## config.mk

```make
export PLATFORM = sky130hd
export DESIGN_NAME = mshr_file
export DESIGN_NICKNAME = d
export VERILOG_FILES = /design/src/rtl/mshr_pkg.sv /design/src/rtl/mshr_datapath.sv /design/src/rtl/mshr_ctrl.sv /design/src/rtl/mshr_file.sv
export SDC_FILE = /design/constraint.sdc
export NUM_CORES = 1
export LEC_CHECK = 0
export BUFFER_PORTS_ARGS = -buffer_cell sky130_fd_sc_hd__buf_2
export CELL_PAD_IN_SITES_DETAIL_PLACEMENT = 2
export CELL_PAD_IN_SITES_GLOBAL_PLACEMENT = 2
export CORE_ASPECT_RATIO = 0.75
export CORE_MARGIN = 2
export CORE_UTILIZATION = 38
export DETAILED_ROUTE_END_ITERATION = 7
export PLACE_DENSITY = 0.88
export SLEW_MARGIN = 20
export SYNTH_ARGS = -nofsm -noshare
export SYNTH_HDL_FRONTEND = slang
export SYNTH_SLANG_ARGS = --single-unit
```

## constraint.sdc

```tcl
create_clock -name clk -period 11.38 [get_ports clk]
set_clock_uncertainty 0.15 [all_clocks]
set_input_delay 1.138 -clock clk [delete_from_list [all_inputs] [get_ports clk]]
set_output_delay 1.138 -clock clk [all_outputs]
set_load 0.02 [all_outputs]
```

## src/rtl/mshr_pkg.sv

```systemverilog
package mshr_pkg;
  typedef struct packed {
    logic allocEn;
    logic mergeEn;
    logic fillEn;
  } mshrStrobes_t;
endpackage

```

## src/rtl/mshr_datapath.sv

```systemverilog
module mshr_datapath
  import mshr_pkg::*;
#(
  parameter int NUM_ENTRIES = 4,
  parameter int LINE_W      = 10,
  parameter int WORDS       = 4,
  parameter int WORD_W      = 16,
  parameter int REG_W       = 5,
  localparam int IDX_W      = $clog2(NUM_ENTRIES),
  localparam int OFF_W      = $clog2(WORDS),
  localparam int NUM_REGS   = 1 << REG_W
) (
  input  logic                    clk,
  input  logic                    rstN,
  input  mshrStrobes_t            strobes,
  input  logic [NUM_ENTRIES-1:0]  allocSel,
  input  logic [IDX_W-1:0]        headIdx,
  input  logic [LINE_W-1:0]       missLine,
  input  logic [OFF_W-1:0]        missWord,
  input  logic [REG_W-1:0]        missDest,
  input  logic [LINE_W-1:0]       fillLine,
  input  logic [WORDS*WORD_W-1:0] fillData,
  input  logic [REG_W-1:0]        decSrcA,
  input  logic [REG_W-1:0]        decSrcB,
  output logic [NUM_ENTRIES-1:0]  entryValid,
  output logic [NUM_ENTRIES-1:0]  missHit,
  output logic                    slotBusy,
  output logic                    destEmpty,
  output logic [LINE_W-1:0]       headLine,
  output logic                    decHold,
  output logic [WORDS-1:0]        wbValid,
  output logic [WORDS*REG_W-1:0]  wbDest,
  output logic [WORDS*WORD_W-1:0] wbData,
  output logic [NUM_REGS-1:0]     regFull
);
  logic [NUM_ENTRIES-1:0] entValid;
  logic [LINE_W-1:0]      entLine  [NUM_ENTRIES];
  logic [WORDS-1:0]       entWordV [NUM_ENTRIES];
  logic [REG_W-1:0]       entDest  [NUM_ENTRIES][WORDS];
  logic [NUM_REGS-1:0]    fullQ;
  logic [NUM_ENTRIES-1:0] fillHit;
  logic [NUM_REGS-1:0]    fullSet;
  logic [NUM_REGS-1:0]    fullClr;

  assign entryValid = entValid;
  assign regFull    = fullQ;
  assign headLine   = entLine[headIdx];
  assign destEmpty  = !fullQ[missDest];
  assign decHold    = !fullQ[decSrcA] || !fullQ[decSrcB];

  always_comb begin
    slotBusy = 1'b0;
    for (int i = 0; i < NUM_ENTRIES; i++) begin
      missHit[i] = entValid[i] && (entLine[i] == missLine);
      fillHit[i] = strobes.fillEn && entValid[i] && (entLine[i] == fillLine);
      if (missHit[i] && entWordV[i][missWord]) slotBusy = 1'b1;
    end
  end

  // write-back lanes: one per word of the line
  always_comb begin
    wbValid = '0;
    wbDest  = '0;
    for (int k = 0; k < WORDS; k++) begin
      wbData[k*WORD_W +: WORD_W] = fillData[k*WORD_W +: WORD_W];
      for (int i = 0; i < NUM_ENTRIES; i++) begin
        if (fillHit[i] && entWordV[i][k]) begin
          wbValid[k]               = 1'b1;
          wbDest[k*REG_W +: REG_W] = entDest[i][k];
        end
      end
    end
  end

  always_comb begin
    fullSet = '0;
    fullClr = '0;
    for (int k = 0; k < WORDS; k++)
      if (wbValid[k]) fullSet[wbDest[k*REG_W +: REG_W]] = 1'b1;
    if (strobes.allocEn || strobes.mergeEn) fullClr[missDest] = 1'b1;
  end

  always_ff @(posedge clk) begin
    if (!rstN) begin
      fullQ <= '1;
    end else begin
      fullQ <= (fullQ & ~fullClr) | fullSet;
    end
  end

  always_ff @(posedge clk) begin
    if (!rstN) begin
      entValid <= '0;
      for (int i = 0; i < NUM_ENTRIES; i++) begin
        entLine[i]  <= '0;
        entWordV[i] <= '0;
        for (int k = 0; k < WORDS; k++) entDest[i][k] <= '0;
      end
    end else begin
      for (int i = 0; i < NUM_ENTRIES; i++) begin
        if (fillHit[i]) begin
          entValid[i] <= 1'b0;
          entWordV[i] <= '0;
        end else if (strobes.allocEn && allocSel[i]) begin
          entValid[i]           <= 1'b1;
          entLine[i]            <= missLine;
          entWordV[i]           <= WORDS'(1) << missWord;
          entDest[i][missWord]  <= missDest;
        end else if (strobes.mergeEn && missHit[i]) begin
          entWordV[i][missWord] <= 1'b1;
          entDest[i][missWord]  <= missDest;
        end
      end
    end
  end
endmodule

```

## src/rtl/mshr_ctrl.sv

```systemverilog
module mshr_ctrl
  import mshr_pkg::*;
#(
  parameter int NUM_ENTRIES = 4,
  parameter int LINE_W      = 10,
  localparam int IDX_W      = $clog2(NUM_ENTRIES),
  localparam int CNT_W      = $clog2(NUM_ENTRIES + 1)
) (
  input  logic                   clk,
  input  logic                   rstN,
  input  logic                   missValid,
  input  logic [LINE_W-1:0]      missLine,
  input  logic                   fillValid,
  input  logic [LINE_W-1:0]      fillLine,
  input  logic [NUM_ENTRIES-1:0] entryValid,
  input  logic [NUM_ENTRIES-1:0] missHit,
  input  logic                   slotBusy,
  input  logic                   destEmpty,
  input  logic                   memReqReady,
  output mshrStrobes_t           strobes,
  output logic [NUM_ENTRIES-1:0] allocSel,
  output logic [IDX_W-1:0]       headIdx,
  output logic                   missStall,
  output logic                   memReqValid
);
  logic             anyHit;
  logic             anyFree;
  logic             refuse;
  logic [IDX_W-1:0] allocIdx;
  logic [IDX_W-1:0] orderQ [NUM_ENTRIES];
  logic [IDX_W-1:0] rdPtr;
  logic [IDX_W-1:0] wrPtr;
  logic [CNT_W-1:0] count;
  logic             reqPop;

  // lowest free entry, one-hot and encoded
  always_comb begin
    allocSel = '0;
    allocIdx = '0;
    anyFree  = 1'b0;
    for (int i = 0; i < NUM_ENTRIES; i++) begin
      if (!entryValid[i] && !anyFree) begin
        anyFree     = 1'b1;
        allocSel[i] = 1'b1;
        allocIdx    = IDX_W'(i);
      end
    end
  end

  assign anyHit = |missHit;
  assign refuse = destEmpty
               || (fillValid && (fillLine == missLine))
               || (anyHit ? slotBusy : !anyFree);

  assign missStall       = missValid && refuse;
  assign strobes.allocEn = missValid && !refuse && !anyHit;
  assign strobes.mergeEn = missValid && !refuse && anyHit;
  assign strobes.fillEn  = fillValid;

  assign memReqValid = (count != '0);
  assign headIdx     = orderQ[rdPtr];
  assign reqPop      = memReqValid && memReqReady;

  function automatic logic [IDX_W-1:0] nextPtr(input logic [IDX_W-1:0] p);
    return (p == IDX_W'(NUM_ENTRIES - 1)) ? '0 : p + 1'b1;
  endfunction

  always_ff @(posedge clk) begin
    if (!rstN) begin
      rdPtr <= '0;
      wrPtr <= '0;
      count <= '0;
      for (int i = 0; i < NUM_ENTRIES; i++) orderQ[i] <= '0;
    end else begin
      if (strobes.allocEn) begin
        orderQ[wrPtr] <= allocIdx;
        wrPtr         <= nextPtr(wrPtr);
      end
      if (reqPop) rdPtr <= nextPtr(rdPtr);
      count <= count + CNT_W'(strobes.allocEn) - CNT_W'(reqPop);
    end
  end
endmodule

```

## src/rtl/mshr_file.sv

```systemverilog
module mshr_file
  import mshr_pkg::*;
#(
  parameter int NUM_ENTRIES = 4,
  parameter int LINE_W      = 10,
  parameter int WORDS       = 4,
  parameter int WORD_W      = 16,
  parameter int REG_W       = 5,
  localparam int IDX_W      = $clog2(NUM_ENTRIES),
  localparam int OFF_W      = $clog2(WORDS),
  localparam int NUM_REGS   = 1 << REG_W
) (
  input  logic                    clk,
  input  logic                    rstN,
  input  logic                    missValid,
  input  logic [LINE_W-1:0]       missLine,
  input  logic [OFF_W-1:0]        missWord,
  input  logic [REG_W-1:0]        missDest,
  output logic                    missStall,
  input  logic [REG_W-1:0]        decSrcA,
  input  logic [REG_W-1:0]        decSrcB,
  output logic                    decHold,
  output logic                    memReqValid,
  output logic [LINE_W-1:0]       memReqLine,
  input  logic                    memReqReady,
  input  logic                    fillValid,
  input  logic [LINE_W-1:0]       fillLine,
  input  logic [WORDS*WORD_W-1:0] fillData,
  output logic [WORDS-1:0]        wbValid,
  output logic [WORDS*REG_W-1:0]  wbDest,
  output logic [WORDS*WORD_W-1:0] wbData,
  output logic [NUM_REGS-1:0]     regFull
);
  mshrStrobes_t           strobes;
  logic [NUM_ENTRIES-1:0] allocSel;
  logic [IDX_W-1:0]       headIdx;
  logic [NUM_ENTRIES-1:0] entryValid;
  logic [NUM_ENTRIES-1:0] missHit;
  logic                   slotBusy;
  logic                   destEmpty;

  mshr_ctrl #(.NUM_ENTRIES(NUM_ENTRIES), .LINE_W(LINE_W)) u_ctrl (
    .clk(clk), .rstN(rstN),
    .missValid(missValid), .missLine(missLine),
    .fillValid(fillValid), .fillLine(fillLine),
    .entryValid(entryValid), .missHit(missHit),
    .slotBusy(slotBusy), .destEmpty(destEmpty),
    .memReqReady(memReqReady),
    .strobes(strobes), .allocSel(allocSel), .headIdx(headIdx),
    .missStall(missStall), .memReqValid(memReqValid)
  );

  mshr_datapath #(
    .NUM_ENTRIES(NUM_ENTRIES), .LINE_W(LINE_W), .WORDS(WORDS),
    .WORD_W(WORD_W), .REG_W(REG_W)
  ) u_dp (
    .clk(clk), .rstN(rstN),
    .strobes(strobes), .allocSel(allocSel), .headIdx(headIdx),
    .missLine(missLine), .missWord(missWord), .missDest(missDest),
    .fillLine(fillLine), .fillData(fillData),
    .decSrcA(decSrcA), .decSrcB(decSrcB),
    .entryValid(entryValid), .missHit(missHit),
    .slotBusy(slotBusy), .destEmpty(destEmpty),
    .headLine(memReqLine), .decHold(decHold),
    .wbValid(wbValid), .wbDest(wbDest), .wbData(wbData),
    .regFull(regFull)
  );
endmodule

```

==> flow_metrics.env, run 1 <==
export IMPL_wirelength_mm=63.8
export IMPL_cts_sinks=189
export IMPL_wl_met3_mm=8.42
export IMPL_wl_met1_mm=25.0
export IMPL_drc=4
export IMPL_fin_crit_ps=6060
export IMPL_placeableCoreArea_um2=35800
export IMPL_die_area_um2=37800
export IMPL_synth_top_area_share_pct=31.4
export IMPL_critPathArrivalTime_ps=6240
export IMPL_area_growth_pct=6.61
export IMPL_clk_pin_slew_ps=80
export IMPL_dieHeight_um=169
export IMPL_grt_first_pass_wirelength_mm=93.7
export IMPL_yosysTopAreaCell="edfxtp_1"
export IMPL_final_nets=1475
export IMPL_yosysWarnings=0
export IMPL_numCtsBuffers=17
export IMPL_grt_max_degree=46
export IMPL_dr_wl_met2_mm=28.4
export IMPL_slew_headroom_pct=26.1
export IMPL_boundaryPins=239
export IMPL_crit_buf_inv=5
export IMPL_leakage_uw=0.00474
export IMPL_cp_slowest_stage_delay_ps=1010
export IMPL_synth_area_per_cell_um2=9.96
export IMPL_ff2ff_path_depth=15
export IMPL_cp_end_kind="flip-flop"
export IMPL_cpMostUsedCell="nor2_1"
export IMPL_synth_cells=1384
export IMPL_setup_viol=0
export IMPL_worstPathMaxFanout=27
export IMPL_ir_drop_mv=0.118
export IMPL_post_drt_wl_per_cell_um=34.6
export IMPL_worstPathCellList="buf_2, clkinv_1, nor2_1, a22oi_1, o21bai_1, nand3_2, nor2_1, clkinv_1, ha_1, inv_1, ha_1, inv_1, fa_1, xor2_1, xnor2_1, nor2_1"
export IMPL_placed_cells=1810
export IMPL_period_share_pct=53.3
export IMPL_reg2reg_slack_ps=5800
export IMPL_cp_depth=16
export IMPL_initial_core_util_pct=38.5
export IMPL_netlist_top_cells_area="edfxtp_1 (31%), dfxtp_1 (6.5%), mux4_2 (6.4%)"
export IMPL_cts_tree="yes"
export IMPL_cts_resized=0
export IMPL_cpMaxStageDelayCell="nor2_1"
export IMPL_antenna_found_initial=1
export IMPL_fillers=3753
export IMPL_rsz0062_at_grt="false"
export IMPL_grt_usage_pct=33.5
export IMPL_synth_distinct_cells=94
export IMPL_syn_nets=1495
export IMPL_required_ps=11560
export IMPL_gp_congestion=0.974
export IMPL_die_width_um=224
export IMPL_highest_layer="met4"
export IMPL_viasPerCell=7.15
export IMPL_synth_seq_cells=189
export IMPL_clk_path_buf_depth=2
export IMPL_crit_type="in2reg"
export IMPL_final_cells=1842
export IMPL_hold_class="reg2reg"
export IMPL_min_delay_path_depth=2
export IMPL_yosysSeqAreaShare_pct=37.9
export IMPL_power_density_nw_per_um2=119
export IMPL_async_reset_ff_share_pct=0
export IMPL_postCtsSetupRepairBufs=0
export IMPL_synth_area_um2=13800
export IMPL_hpwl_mm=48.4
export IMPL_clockRootBuffer="clkbuf_16"
export IMPL_hold_viol_final=0
export IMPL_clock_latency_ps=470
export IMPL_cts_hold_buffers=0
export IMPL_critPathTopFamily="simple AND/OR/NAND/NOR gates"
export IMPL_detail_route_antenna_nets=0
export IMPL_grt_pass1_vias=13600
export IMPL_final_max_slew_violation_count=0
export IMPL_port_buffers=110
export IMPL_synth_main_ff_cell="edfxtp_1"
export IMPL_fmax_mhz=165
export IMPL_gr_total_overflow=0
export IMPL_num_vias=13200
export IMPL_startpoint_type="input port"
export IMPL_dr_pass1_iters=8
export IMPL_row_count=60
export IMPL_worst_pin_slew_ps=1100
export IMPL_drt_iter0_drc=2284
export IMPL_status="finished, violations left"
export IMPL_maxCapViolations=0
export IMPL_violations="DRC"
export IMPL_synth_edff_count=144
export IMPL_h_tree_depth=4
export IMPL_drive_above_1_share_pct=20.2
export IMPL_fin_tns_setup_ps=0
worst min-delay path, stage by stage, from the launching register on:
cell and delay (ps):
dfxtp_1 320, nand2_1 60, a21oi_1 80
kinds of logic (layout without fill, tap and decap cells):
| kind of cell | Yosys count | count (layout) | share of synthesized area (%) |
|---|---|---|---|
| AO/OA/AOI/OAI | 306 | 306 | 17.6 |
| XOR/XNOR | 92 | 92 | 5.90 |
| adder cells (fa/ha/maj) | 5 | 5 | 0.508 |
| buffers and inverters | 215 | 207 | 8.58 |
| flip-flops | 189 | 189 | 37.9 |
| multiplexers | 51 | 51 | 7.26 |
| other | 0 | 1 | 0 |
| AND/OR/NAND/NOR | 526 | 526 | 22.3 |
per-layer routing:
layer	track usage [%]	up-vias
li1	-	5234
met1	44.9	6726
met2	51.4	1058
met3	10.2	159
met4	11.1	0
met5	0	-
final timing paths:
path                       start              end
min              u_ctrl.rdPtr[1]        flip-flop
max                  missDest[2]  u_ctrl.count[2]
min reg2reg      u_ctrl.rdPtr[1]        flip-flop
max reg2reg  u_dp.entWordV[3][1]  u_ctrl.count[2]
power breakdown:
part,internal (µW),switching [µW]
sequential,781,46.3
clock,325,300
combinational,101,202
area by class of cell:
class | count | area, µm² | share of cell area [%]
clock buffers | 19 | 433 | 2.95
diodes | 1 | 2.50 | 0.0170
inverters | 46 | 173 | 1.17
multi-input cells | 980 | 7440 | 50.6
repair buffers | 130 | 701 | 4.77
well taps | 465 | 582 | 3.96
clock inverters | 12 | 139 | 0.945
flip-flops and latches | 189 | 5230 | 35.5
registers in the layout (all words and copies together) (netlist names), named ones only:
register         cells
u_ctrl.rdPtr         2
u_ctrl.wrPtr         2
u_dp.entryValid      4
u_dp.entLine        40
u_dp.entWordV       16
u_ctrl.count         3
u_dp.regFull        32
u_ctrl.orderQ        8
u_dp.entDest        80
cell usage after synthesis, types with 19 or more instances:
cell and number:
nand3_1 92, a222oi_1 32, buf_2 28, o22ai_1 24
nor2_1 57, nor3_1 38, mux4_2 39, buf_4 68
o21ai_0 29, xnor2_1 75, a21oi_1 62, dfxtp_1 45
o211ai_1 19, clkbuf_1 54, edfxtp_1 144, and2_1 57
nand4_1 31, nand2_1 106, inv_1 40
metrics by stage:
stage | hold slack [ps] | setup slack, ps | total power, µW | instance area, µm² | utilization (%)
6_report | 356 | 5320 | 1760 | 14700 | 41.0
5_1_grt | 395 | 4990 | 1800 | 14700 | 41.0
4_1_cts | 360 | 5050 | 1740 | 14700 | 41.0
3_5_place_dp | 351 | 4620 | 1130 | 14100 | 39.4
3_3_place_gp | 314 | 5100 | 1110 | 14100 | 39.4
2_1_floorplan | 304 | 6830 | 1060 | 13800 | -
cells in the final DEF, fill, tap and decap left out, types with 39 or more instances in the layout:
| cell type | synthesis | final |
|---|---|---|
| a21oi_1 | 62 | 62 |
| and2_1 | 57 | 57 |
| buf_2 | 28 | 110 |
| dfxtp_1 | 45 | 45 |
| edfxtp_1 | 144 | 144 |
| inv_1 | 40 | 40 |
| mux4_2 | 39 | 39 |
| nand2_1 | 106 | 106 |
| nand3_1 | 92 | 91 |
| nor2_1 | 57 | 57 |
| xnor2_1 | 75 | 75 |
Note: power is estimated with default switching activity, not from simulation.
==> run 2: changes to the inputs <==
--- a/config.mk
+++ b/config.mk
@@ -10,9 +10,9 @@
 export CELL_PAD_IN_SITES_GLOBAL_PLACEMENT = 2
 export CORE_ASPECT_RATIO = 0.75
 export CORE_MARGIN = 2
-export CORE_UTILIZATION = 38
+export CORE_UTILIZATION = 36
 export DETAILED_ROUTE_END_ITERATION = 7
-export PLACE_DENSITY = 0.88
+export PLACE_DENSITY = 0.84
 export SLEW_MARGIN = 20
 export SYNTH_ARGS = -nofsm -noshare
 export SYNTH_HDL_FRONTEND = slang
==> constraint.sdc (replaced) <==
create_clock -name clk -period 6 [get_ports clk]
set_clock_uncertainty 0.15 [all_clocks]
set_input_delay 0.6 -clock clk [delete_from_list [all_inputs] [get_ports clk]]
set_output_delay 0.6 -clock clk [all_outputs]
set_load 0.02 [all_outputs]
==> run 2 against run 1 <==
  * The flow now finishes without violations
  * Global-route usage shrank 2.9 points
  * Via count fell by 2.3%
  * Setup slack lost 3900 ps
  * Sequential cell count stayed put
  * Register-to-register slack worse by 4200 ps
  * Critical path depth down 9
  * Worst hold slack gained 26 ps
  * Die area is 5.4% higher
  * First-iteration DRC count is 14% lower
  * Total power increased by 92%
  * Cell count grew 2.9%
  * Sequential share of layout area is 0.25 points lower
  * Critical path type is now reg2out
  * Critical endpoint is now wbDest[2]
  * Highest routed layer unchanged
==> flow_metrics.env, run 2 (same netlist as run 1, synthesis figures left out) <==
export IMPL_mostFrequentLayoutCell="edfxtp_1"
export IMPL_grt_util_met2_pct=46.2
export IMPL_finalWorstSetupSlack_ps=1430
export IMPL_placeableCoreArea_um2=38000
export IMPL_hold_viol_final=0
export IMPL_clock_latency_ps=460
export IMPL_worst_pin_slew_ps=1160
export IMPL_num_vias=12900
export IMPL_critPathArrivalTime_ps=3820
export IMPL_grt_pass1_vias=13300
export IMPL_rsz0062_at_grt="false"
export IMPL_use_met3_pct=7.29
export IMPL_detail_route_antenna_nets=0
export IMPL_area_growth_pct=7.37
export IMPL_power_density_nw_per_um2=227
export IMPL_clk_path_buf_depth=2
export IMPL_cts_tree="yes"
export IMPL_postCtsSetupRepairBufs=0
export IMPL_wirelength_mm=61.5
export IMPL_status="finished, final reports clean"
export IMPL_dr_pass1_iters=6
export IMPL_ir_drop_mv=0.201
export IMPL_boundaryPins=239
export IMPL_numCtsBuffers=17
export IMPL_h_tree_depth=4
export IMPL_grt_usage_pct=30.6
export IMPL_fin_crit_ps=4570
export IMPL_final_max_slew_violation_count=0
export IMPL_grt_first_pass_wirelength_mm=91.3
export IMPL_drive_above_1_share_pct=20.8
export IMPL_required_ps=5250
export IMPL_fmax_mhz=219
export IMPL_period_share_pct=76.1
export IMPL_drt_iter0_drc=1955
export IMPL_hold_class="reg2reg"
export IMPL_worstPathMaxFanout=8
export IMPL_grt_max_degree=43
export IMPL_startpoint_type="flip-flop"
export IMPL_final_nets=1481
export IMPL_clk_pin_slew_ps=90
export IMPL_gp_congestion=0.969
export IMPL_port_buffers=110
export IMPL_crit_type="reg2out"
export IMPL_leakage_uw=0.00479
export IMPL_cp_end_kind="primary output"
export IMPL_maxCapViolations=0
export IMPL_fin_tns_setup_ps=0
export IMPL_slew_headroom_pct=22.3
export IMPL_dieHeight_um=173
export IMPL_drc=0
export IMPL_pre_cts_ws_ps=1290
export IMPL_initial_core_util_pct=36.3
export IMPL_viasPerCell=6.79
export IMPL_fin_worst_hold_slack_ps=382
export IMPL_antenna_found_initial=0
export IMPL_row_count=62
export IMPL_gr_total_overflow=0
export IMPL_globalRoute_busiestLayer="met2"
export IMPL_met1_usage_pct=43.3
export IMPL_final_cell_mix="edfxtp_1 (144), buf_2 (110), nand2_1 (106)"
export IMPL_top_register="u_dp.entDest"
export IMPL_die_area_um2=39900
export IMPL_cts_hold_buffers=0
export IMPL_hpwl_mm=47.6
export IMPL_clockRootBuffer="clkbuf_16"
export IMPL_setup_viol=0
export IMPL_post_drt_wl_per_cell_um=32.4
export IMPL_cts_resized=0
export IMPL_diodes=0
export IMPL_die_width_um=230
export IMPL_largest_register_ffs=80
export IMPL_cts_sinks=189
==> run 2: cell count changes in the layout (fill, tap and decap cells not counted), moves of 2 or more <==
cell,before,now
inv_8,0,5
nor4_2,17,19
nor4_4,9,7
o31ai_1,8,10
buf_4,20,26
o31ai_2,3,1
clkbuf_16,17,19
bufinv_16,2,0
clkbuf_1,2,0
clkinvlp_4,3,0
==> run 2: metrics by stage <==
step | instances | util (%) | power (µW) | instance area, µm²
global route | 1895 | 38.9 | 3440 | 14800
floorplan | 1384 | - | 2000 | 13800
CTS | 1895 | 38.9 | 3350 | 14800
detailed placement | 1863 | 37.4 | 2150 | 14200
finish | 1895 | 38.9 | 3360 | 14800
global placement | 1863 | 37.4 | 2110 | 14200
==> run 2: critical path: stages (launching register included) <==
cell      delay, ps
edfxtp_1        490
xor2_1          230
nor4_2          980
nand4_1         550
nand3_1         270
a32o_1          440
inv_2           180
buf_2           210
==> run 2: area by class of cell <==
type | instances | area [µm²]
Clock buffer | 20 | 489
Clock inverter | 12 | 111
Fill cell | 4035 | 23200
Inverter | 46 | 173
Multi-Input combinational cell | 980 | 7420
Sequential cell | 189 | 5230
Tap cell | 512 | 641
Timing Repair Buffer | 136 | 746
==> run 2: per-layer routing <==
metal / part of all wire (%) / up-vias / wire [µm]
met2: 45 / 852 / 27400
met3: 11 / 103 / 6690
met1: 42 / 6665 / 25800
li1: - / 5255 / -
met5: 0 / - / 0
met4: 2.5 / 0 / 1540
==> run 2: final timing paths <==
kind	end	startpoint	slack, ps	cells past startpoint
hold / removal	u_ctrl.rdPtr[1]	u_ctrl.rdPtr[1]	380	2
setup / recovery	wbDest[2]	u_dp.entLine[1][3]	1430	7
hold reg to reg	u_ctrl.rdPtr[1]	u_ctrl.rdPtr[1]	380	2
setup reg to reg	u_ctrl.count[2]	u_dp.entLine[2][6]	1620	16
==> run 2: where the power goes <==
group          switching [µW]  internal, µW  total, µW
combinational             381           195        576
sequential               88.9          1480       1570
clock                     604           612       1220
